## src/rtl/mmu_reg_pkg.sv

```systemverilog
// Package: shared register selects and the fault report record for the
// MMU register file. Assumes 32-bit registers on a 256-byte offset grid.
package mmu_reg_pkg;
    localparam int REG_W    = 32;
    localparam int SEL_W    = 3;
    localparam int ADDR_W   = 11;
    localparam int SPACE_W  = 8;
    localparam int EBE_W    = 8;
    localparam int PADDR_W  = 36;

    typedef enum logic [SEL_W-1:0] {
        SEL_CTRL  = 3'd0,
        SEL_CTP   = 3'd1,
        SEL_CTX   = 3'd2,
        SEL_FSR   = 3'd3,
        SEL_FAR   = 3'd4,
        SEL_AFSR  = 3'd5,
        SEL_AFAR  = 3'd6,
        SEL_NONE  = 3'd7
    } reg_sel_e;

    typedef struct packed {
        logic [EBE_W-1:0] ebe;
        logic [1:0]       level;
        logic [2:0]       access;
        logic [2:0]       ftype;
        logic             addr_ok;
    } fault_rpt_t;
endpackage

```

## src/rtl/mmu_ctrl_regs.sv

```systemverilog
// Module: control word, context table pointer and context number.
// Assumes one write strobe per register, already decoded by the parent.
module mmu_ctrl_regs #(
    parameter logic [3:0] IMPL_ID    = 4'h3,
    parameter logic [3:0] VERSION_ID = 4'h1,
    parameter int         CTX_W      = 8
) (
    input  logic        clk,
    input  logic        rst_n,
    input  logic        wr_ctrl,
    input  logic        wr_ctp,
    input  logic        wr_ctx,
    input  logic [31:0] wdata,
    output logic [31:0] ctrl_word,
    output logic [31:0] ctp_word,
    output logic [31:0] ctx_word,
    output logic        en_bit,
    output logic        pso_bit,
    output logic        nofault_bit,
    output logic [CTX_W-1:0] ctx_q,
    output logic [29:0] ctp_q
);
    logic [15:0] sysctl_q;
    logic        unused_wbits;

    assign unused_wbits = &{1'b0, wdata[31:24], wdata[6:2]};

    // control word writable fields
    always_ff @(posedge clk) begin
        if (!rst_n) begin
            sysctl_q    <= '0;
            pso_bit     <= 1'b0;
            nofault_bit <= 1'b0;
            en_bit      <= 1'b0;
        end else if (wr_ctrl) begin
            sysctl_q    <= wdata[23:8];
            pso_bit     <= wdata[7];
            nofault_bit <= wdata[1];
            en_bit      <= wdata[0];
        end
    end

    // context table pointer, upper 30 bits only
    always_ff @(posedge clk) begin
        if (!rst_n)      ctp_q <= '0;
        else if (wr_ctp) ctp_q <= wdata[31:2];
    end

    // context number
    always_ff @(posedge clk) begin
        if (!rst_n)      ctx_q <= '0;
        else if (wr_ctx) ctx_q <= wdata[CTX_W-1:0];
    end

    assign ctrl_word = {IMPL_ID, VERSION_ID, sysctl_q, pso_bit, 5'b0, nofault_bit, en_bit};
    assign ctp_word  = {ctp_q, 2'b00};

    generate
        if (CTX_W < 32) begin : g_ctx_pad
            logic unused_ctx_hi;
            assign unused_ctx_hi = &{1'b0, wdata[31:CTX_W]};
            assign ctx_word = {{(32-CTX_W){1'b0}}, ctx_q};
        end else begin : g_ctx_full
            assign ctx_word = ctx_q;
        end
    endgenerate
endmodule

```

## src/rtl/mmu_sync_fault.sv

```systemverilog
// Module: synchronous fault status/address capture and trap request.
// Assumes fault reports are single-cycle pulses; rd_fsr is a status read.
module mmu_sync_fault
    import mmu_reg_pkg::*;
#(
    parameter int                  SPACE_BITS = SPACE_W,
    parameter logic [SPACE_W-1:0]  TRAP_SPACE = 8'd9
) (
    input  logic                  clk,
    input  logic                  rst_n,
    input  logic                  rpt_valid,
    input  fault_rpt_t            rpt,
    input  logic [SPACE_BITS-1:0] rpt_space,
    input  logic [31:0]           rpt_addr,
    input  logic                  rd_fsr,
    input  logic                  nofault,
    output logic [31:0]           fsr_word,
    output logic [31:0]           far_word,
    output logic                  trap_q
);
    fault_rpt_t fsr_q;
    logic       ow_q;
    logic       unread_q;
    logic       exempt;

    assign exempt = (rpt_space == TRAP_SPACE);

    // latch fault fields on each report
    always_ff @(posedge clk) begin
        if (!rst_n)         fsr_q <= '0;
        else if (rpt_valid) fsr_q <= rpt;
    end

    // unread tracking and overwrite flag
    always_ff @(posedge clk) begin
        if (!rst_n) begin
            unread_q <= 1'b0;
            ow_q     <= 1'b0;
        end else if (rpt_valid) begin
            unread_q <= 1'b1;
            ow_q     <= unread_q && !rd_fsr;
        end else if (rd_fsr) begin
            unread_q <= 1'b0;
            ow_q     <= 1'b0;
        end
    end

    // fault address loads only when marked valid
    always_ff @(posedge clk) begin
        if (!rst_n)                       far_word <= '0;
        else if (rpt_valid && rpt.addr_ok) far_word <= rpt_addr;
    end

    // trap request, withheld in no-fault mode unless exempt space
    always_ff @(posedge clk) begin
        if (!rst_n) trap_q <= 1'b0;
        else        trap_q <= rpt_valid && (!nofault || exempt);
    end

    assign fsr_word = {14'b0, fsr_q.ebe, fsr_q.level, fsr_q.access,
                       fsr_q.ftype, fsr_q.addr_ok, ow_q};
endmodule

```

## src/rtl/mmu_async_fault.sv

```systemverilog
// Module: asynchronous bus error status and address capture.
// Assumes error reports are single-cycle pulses; the latest report wins.
module mmu_async_fault
    import mmu_reg_pkg::*;
#(
    parameter int PA_W = PADDR_W
) (
    input  logic            clk,
    input  logic            rst_n,
    input  logic            err_valid,
    input  logic            err_uce,
    input  logic            err_bto,
    input  logic            err_berr,
    input  logic [PA_W-1:0] err_addr,
    output logic [31:0]     afsr_word,
    output logic [31:0]     afar_word
);
    localparam int HI_W = PA_W - 32;

    logic [2:0]      kind_q;
    logic [HI_W-1:0] hi_q;
    logic            occ_q;

    // capture error kind, high address bits and occurred flag
    always_ff @(posedge clk) begin
        if (!rst_n) begin
            kind_q    <= '0;
            hi_q      <= '0;
            occ_q     <= 1'b0;
            afar_word <= '0;
        end else if (err_valid) begin
            kind_q    <= {err_uce, err_bto, err_berr};
            hi_q      <= err_addr[PA_W-1:32];
            occ_q     <= 1'b1;
            afar_word <= err_addr[31:0];
        end
    end

    assign afsr_word = {19'b0, kind_q, 2'b0, {(4-HI_W){1'b0}}, hi_q, 3'b0, occ_q};
endmodule

```

## src/rtl/mmu_regfile.sv

```systemverilog
// Module: MMU register file top; decodes the register bus, muxes reads
// and instantiates control, synchronous fault and bus error sections.
// Assumes offsets on a 0x100 grid; low 8 offset bits must be zero to hit.
module mmu_regfile
    import mmu_reg_pkg::*;
#(
    parameter logic [3:0]         IMPL_ID    = 4'h3,
    parameter logic [3:0]         VERSION_ID = 4'h1,
    parameter int                 CTX_W      = 8,
    parameter logic [SPACE_W-1:0] TRAP_SPACE = 8'd9
) (
    input  logic               clk,
    input  logic               rst_n,
    input  logic               bus_wr,
    input  logic               bus_rd,
    input  logic [ADDR_W-1:0]  bus_addr,
    input  logic [31:0]        bus_wdata,
    output logic [31:0]        bus_rdata,
    input  logic               flt_valid,
    input  logic [2:0]         flt_type,
    input  logic [1:0]         flt_level,
    input  logic [2:0]         flt_access,
    input  logic [SPACE_W-1:0] flt_space,
    input  logic [EBE_W-1:0]   flt_ebe,
    input  logic [31:0]        flt_addr,
    input  logic               flt_addr_ok,
    input  logic               afe_valid,
    input  logic               afe_uce,
    input  logic               afe_bto,
    input  logic               afe_berr,
    input  logic [PADDR_W-1:0] afe_addr,
    output logic               trap_req,
    output logic               xlat_en,
    output logic               pso_mode,
    output logic [CTX_W-1:0]   ctx_id,
    output logic [29:0]        ctp_base
);
    reg_sel_e   sel;
    logic       hit;
    logic       rd_fsr;
    logic       ctl_nofault;
    fault_rpt_t rpt;
    logic [31:0] ctrl_word, ctp_word, ctx_word;
    logic [31:0] fsr_word, far_word, afsr_word, afar_word;

    assign hit    = (bus_addr[7:0] == 8'h00);
    assign sel    = hit ? reg_sel_e'(bus_addr[10:8]) : SEL_NONE;
    assign rd_fsr = bus_rd && (sel == SEL_FSR);
    assign rpt    = '{ebe: flt_ebe, level: flt_level, access: flt_access,
                      ftype: flt_type, addr_ok: flt_addr_ok};

    mmu_ctrl_regs #(
        .IMPL_ID(IMPL_ID), .VERSION_ID(VERSION_ID), .CTX_W(CTX_W)
    ) i_ctrl (
        .clk(clk), .rst_n(rst_n),
        .wr_ctrl(bus_wr && sel == SEL_CTRL),
        .wr_ctp(bus_wr && sel == SEL_CTP),
        .wr_ctx(bus_wr && sel == SEL_CTX),
        .wdata(bus_wdata),
        .ctrl_word(ctrl_word), .ctp_word(ctp_word), .ctx_word(ctx_word),
        .en_bit(xlat_en), .pso_bit(pso_mode), .nofault_bit(ctl_nofault),
        .ctx_q(ctx_id), .ctp_q(ctp_base)
    );

    mmu_sync_fault #(
        .SPACE_BITS(SPACE_W), .TRAP_SPACE(TRAP_SPACE)
    ) i_sync (
        .clk(clk), .rst_n(rst_n),
        .rpt_valid(flt_valid), .rpt(rpt), .rpt_space(flt_space),
        .rpt_addr(flt_addr), .rd_fsr(rd_fsr), .nofault(ctl_nofault),
        .fsr_word(fsr_word), .far_word(far_word), .trap_q(trap_req)
    );

    mmu_async_fault #(.PA_W(PADDR_W)) i_async (
        .clk(clk), .rst_n(rst_n),
        .err_valid(afe_valid), .err_uce(afe_uce), .err_bto(afe_bto),
        .err_berr(afe_berr), .err_addr(afe_addr),
        .afsr_word(afsr_word), .afar_word(afar_word)
    );

    // read data multiplexer
    always_comb begin
        unique case (sel)
            SEL_CTRL: bus_rdata = ctrl_word;
            SEL_CTP:  bus_rdata = ctp_word;
            SEL_CTX:  bus_rdata = ctx_word;
            SEL_FSR:  bus_rdata = fsr_word;
            SEL_FAR:  bus_rdata = far_word;
            SEL_AFSR: bus_rdata = afsr_word;
            SEL_AFAR: bus_rdata = afar_word;
            default:  bus_rdata = '0;
        endcase
    end
endmodule

```

## config.mk

```make
export PLATFORM = sky130hd
export DESIGN_NAME = mmu_regfile
export DESIGN_NICKNAME = d
export VERILOG_FILES = /design/src/rtl/mmu_reg_pkg.sv /design/src/rtl/mmu_ctrl_regs.sv /design/src/rtl/mmu_sync_fault.sv /design/src/rtl/mmu_async_fault.sv /design/src/rtl/mmu_regfile.sv
export SDC_FILE = /design/constraint.sdc
export NUM_CORES = 1
export LEC_CHECK = 0
export CORE_UTILIZATION = 50
export DETAILED_ROUTE_END_ITERATION = 7
export GPL_TIMING_DRIVEN = 0
export PLACE_DENSITY = 0.87
export SYNTH_ARGS = -nofsm -noshare
export SYNTH_HDL_FRONTEND = slang
export SYNTH_SLANG_ARGS = --single-unit
```

## constraint.sdc

```tcl
create_clock -name clk -period 2.3 [get_ports clk]
set_input_delay 0.345 -clock clk [delete_from_list [all_inputs] [get_ports clk]]
set_output_delay 0.345 -clock clk [all_outputs]
set_load 0.05 [all_outputs]
```

==> metrics.md <==
| Metric | Value |
|---|---|
| Run status | complete, no violations |
| CP bufs+invs | 4 |
| Synth Area per Inst | 9.29 um^2 |
| I/O pins | 218 |
| Hold path start | i_sync.far_word[15] |
| Peak Freq | 0.440 GHz |
| Mapped Nets | 871 |
| Top_reg_cell synth | dfxtp_1 |
| Cell Chain, Critical Path | dlygate4sd2_1 > nor4_4 > buf_4 > nand2_8 > nor3b_4 > buf_6 > o2bb2ai_2 > buf_4 |
| Slew @ Worst Pin | 678 ps |
| Hold slack | 464 ps |
| LEAKAGE | 3.93 nW |
| First-pass GRT wire length | 35800 um |
| Setup crit start | bus_addr[1] |
| Core ar. | 13200 um^2 |
| Crit Path Class | in -> out |
| WP data arrival | 1930 ps |
| Mux contribution to synthesized area | 17.5% |
| CP top delay family | buffers and inverters |
| Compound-Gate Fraction of Synth Area | 14.1% |
| Final Setup Violations | 0 |
| Placer congestion estimate | 0.902 |
| Largest net degree at the start of global routing | 17 |
| Count of final hold-check violations | 0 |
| Most used cell, CP | buf_4 |
| Largest family of logic cells by synthesized area | simple AND/OR/NAND/NOR gates |
| Routed vias | 6724 |
| ANT nets after route | 0 |
| Die Height | 118 um |
| Worst-path fanout max | 5 |
| GRT Util Overall | 34.0% |
| Clock latency on the worst-skew pair | 420 ps |
| Clk sink count | 149 |
| Starting Density | 51.1% |
| Pre-CTS setup slack | -1080 ps |
| Relative slew margins | 54.8% |
| Detailed Route Iter0 Violations | 685 |
| Pwr/cell area | 633 nW/um^2 |
| Total gr overflow | 0 |
| Hold path depth | 2 |
| Final Max Tran Viols | 0 |
| Worst reg2reg path depth | 2 |
| IO buf count | 213 |
| 1st-pass router iterations | 5 |
| Post-synth ARST share | 0% |
| Die footprint | 14000 um^2 |
| Hold-fix buffers, CTS | 0 |
| TritonCTS Buffers | 17 |
| Max_cap viols | 0 |
| Vias in the first global route | 6604 |
| Mapped Cells | 726 |
| WL per Instance | 20.4 um |
| Layout cell share with drive strength beyond 1 | 15.8% |
| Worst-path clk slew | 60 ps |
| Worst path max stage delay | 280 ps |
| Placed instance area | 9120 um^2 |
| RR Startpoint | i_sync.far_word[1] |
| Number of enable flip-flop cells after synthesis | 0 |
| Worst Hold Class | reg -> reg |
| Nets | 1120 |
| Min cycle time layout | 2270 ps |
| Final Core Density | 75.7% |
| WL final | 23800 um |
| Dpl hpwl | 16700 um |
| CP Capture Type | output pin |
| Root buffer cell | clkbuf_16 |
| Post-synthesis sequential area ratio | 44.2% |
| CP Depth | 8 |
| Htree depth | 4 |
| Synth warnings | 0 |
| Setup ws final | 28.7 ps |
| Final Skew | 0.0377 ps |
| Post-route DRC | 0 |
| Synth-to-Final Area Change | 48.0% |
| Final worst-path cycle share | 98.8% |
| Synth unique cells | 48 |
| Synthesized-area fraction occupied by adder cells | 0% |
| WP data required | 1960 ps |
| Worst setup SP type | input port |
| CTS tree | done |
| Antenna violations before repair | 1 |
| Peak supply drop | 0.551 mV |
| Post-synthesis xor/xnor area fraction | 0% |
| CP max-delay cell | nor3b_4 |
| Num rows | 42 |
| Post-Syn Area | 6740 um^2 |
| Final instance area | 9980 um^2 |
| Register bit count reported by yosys | 149 |
| Simple-gate share of the synthesized area | 20.0% |
| CTS max path bufs | 2 |
| Drt via density | 5.78 |
| Die span in x | 118 um |
-- metal layers --
| metal | vias to the layer above | GRT usage [%] | wire length (um) |
|---|---|---|---|
| met4 | 0 | 16.0 | 865 |
| met2 | 450 | 55.6 | 11200 |
| met3 | 67 | 7.00 | 2460 |
| met5 | - | 0 | 0 |
| li1 | 3047 | - | - |
| met1 | 3160 | 42.9 | 9290 |
-- final timing paths --
path	end	slack [ps]
hold reg to reg	i_sync.far_word[15]	460
setup / recovery	bus_rdata[25]	30
setup reg to reg	i_sync.far_word[1]	1530
hold / removal	i_sync.far_word[15]	460
-- where the power goes --
part	switching (mW)	internal, mW
Clock	1.08	1.75
Combinational	0.355	0.407
Sequential	0.0517	2.67
Total	1.49	4.83
-- layout make-up --
class / count / area (um^2)
flip-flops and latches: 149 / 2980
multi-input cells: 517 / 3630
well taps: 176 / 220
fillers: 918 / 3210
clock inverters: 9 / 128
plain buffers: 60 / 328
diodes: 1 / 2.50
clock buffers: 22 / 464
repair buffers: 230 / 2220
-- synth_stat cells, types with 2 or more instances --
library cell	n	area share [%]
a21oi_1	4	0.30
dfxtp_1	149	44
a2111oi_2	2	0.45
a21o_1	3	0.33
o2bb2ai_1	7	0.91
nor2_1	13	0.72
buf_2	17	1.3
o22ai_1	7	0.65
nor4_4	2	0.63
o22a_1	5	0.65
a211oi_1	2	0.22
a221oi_1	4	0.52
nand2_1	116	6.5
buf_4	5	0.56
a21boi_0	33	3.7
a22oi_1	11	1.2
o21ai_0	9	0.67
o21ai_1	41	3.0
a2bb2oi_1	2	0.26
nand2b_1	6	0.56
mux2i_1	92	14
nand3_1	49	3.6
nor3_1	4	0.30
and2_1	2	0.19
mux2_2	13	2.2
nand4_1	3	0.28
o211a_1	4	0.59
buf_1	5	0.28
buf_6	2	0.33
clkbuf_1	31	1.7
mux4_2	5	1.7
nor2b_1	62	5.8
-- metrics by stage --
step	instances	power [mW]	setup TNS, ps
2_1_floorplan	726	3.11	-685
3_3_place_gp	1115	3.48	-29680
3_5_place_dp	1115	3.49	-29600
4_1_cts	1162	6.28	-16.1
5_1_grt	1164	6.47	-0.254
6_report	1164	6.32	0
-- tightest hold or removal path, cell delays in order, from the launching register on --
cell and delay [ps]:
dfxtp_1 300, nand2_1 40, a21boi_0 60
-- placed cells by master (no fill, tap or decap), types with 5 or more instances in the layout --
cell type        instances
mux4_2                   5
buf_1                    5
o21ai_1                 41
o21ai_0                  9
clkbuf_1                31
dfxtp_1                149
nor2_1                  12
mux2i_1                 90
nand2b_1                 5
nand3_1                 49
clkdlybuf4s50_1        172
a22oi_1                 11
o22ai_1                  5
mux2_2                  13
nor2b_1                 61
buf_4                   34
o22a_1                   5
buf_6                   16
buf_2                   18
a21boi_0                33
o2bb2ai_2                7
clkbuf_16               17
dlygate4sd2_1            5
nand2_1                115
-- logic make-up (layout without fill, tap and decap cells) --
family / count (synthesis) / count (layout)
other: 0 / 1
AOI/OAI and AO/OA: 139 / 139
buffers and inverters: 60 / 321
and+or+nand+nor: 268 / 268
muxes: 110 / 110
DFF: 149 / 149
-- flip-flops by register name (all words and copies together), names as in the netlist, 3 cells and up --
signal             cells
i_async.afar_word     32
i_async.hi_q           4
i_async.kind_q         3
i_ctrl.ctp_q          30
i_ctrl.ctx_q           8
i_ctrl.sysctl_q       16
i_sync.far_word       32
i_sync.fsr_word       17
-- repair_timing --
item,CTS,global route
gates cloned,3,0
resized for setup,239,22
pin swaps,6,3
buffers inserted,13,1
endpoints found under the setup margin,32,27
Power figures use the tool's default switching activity.
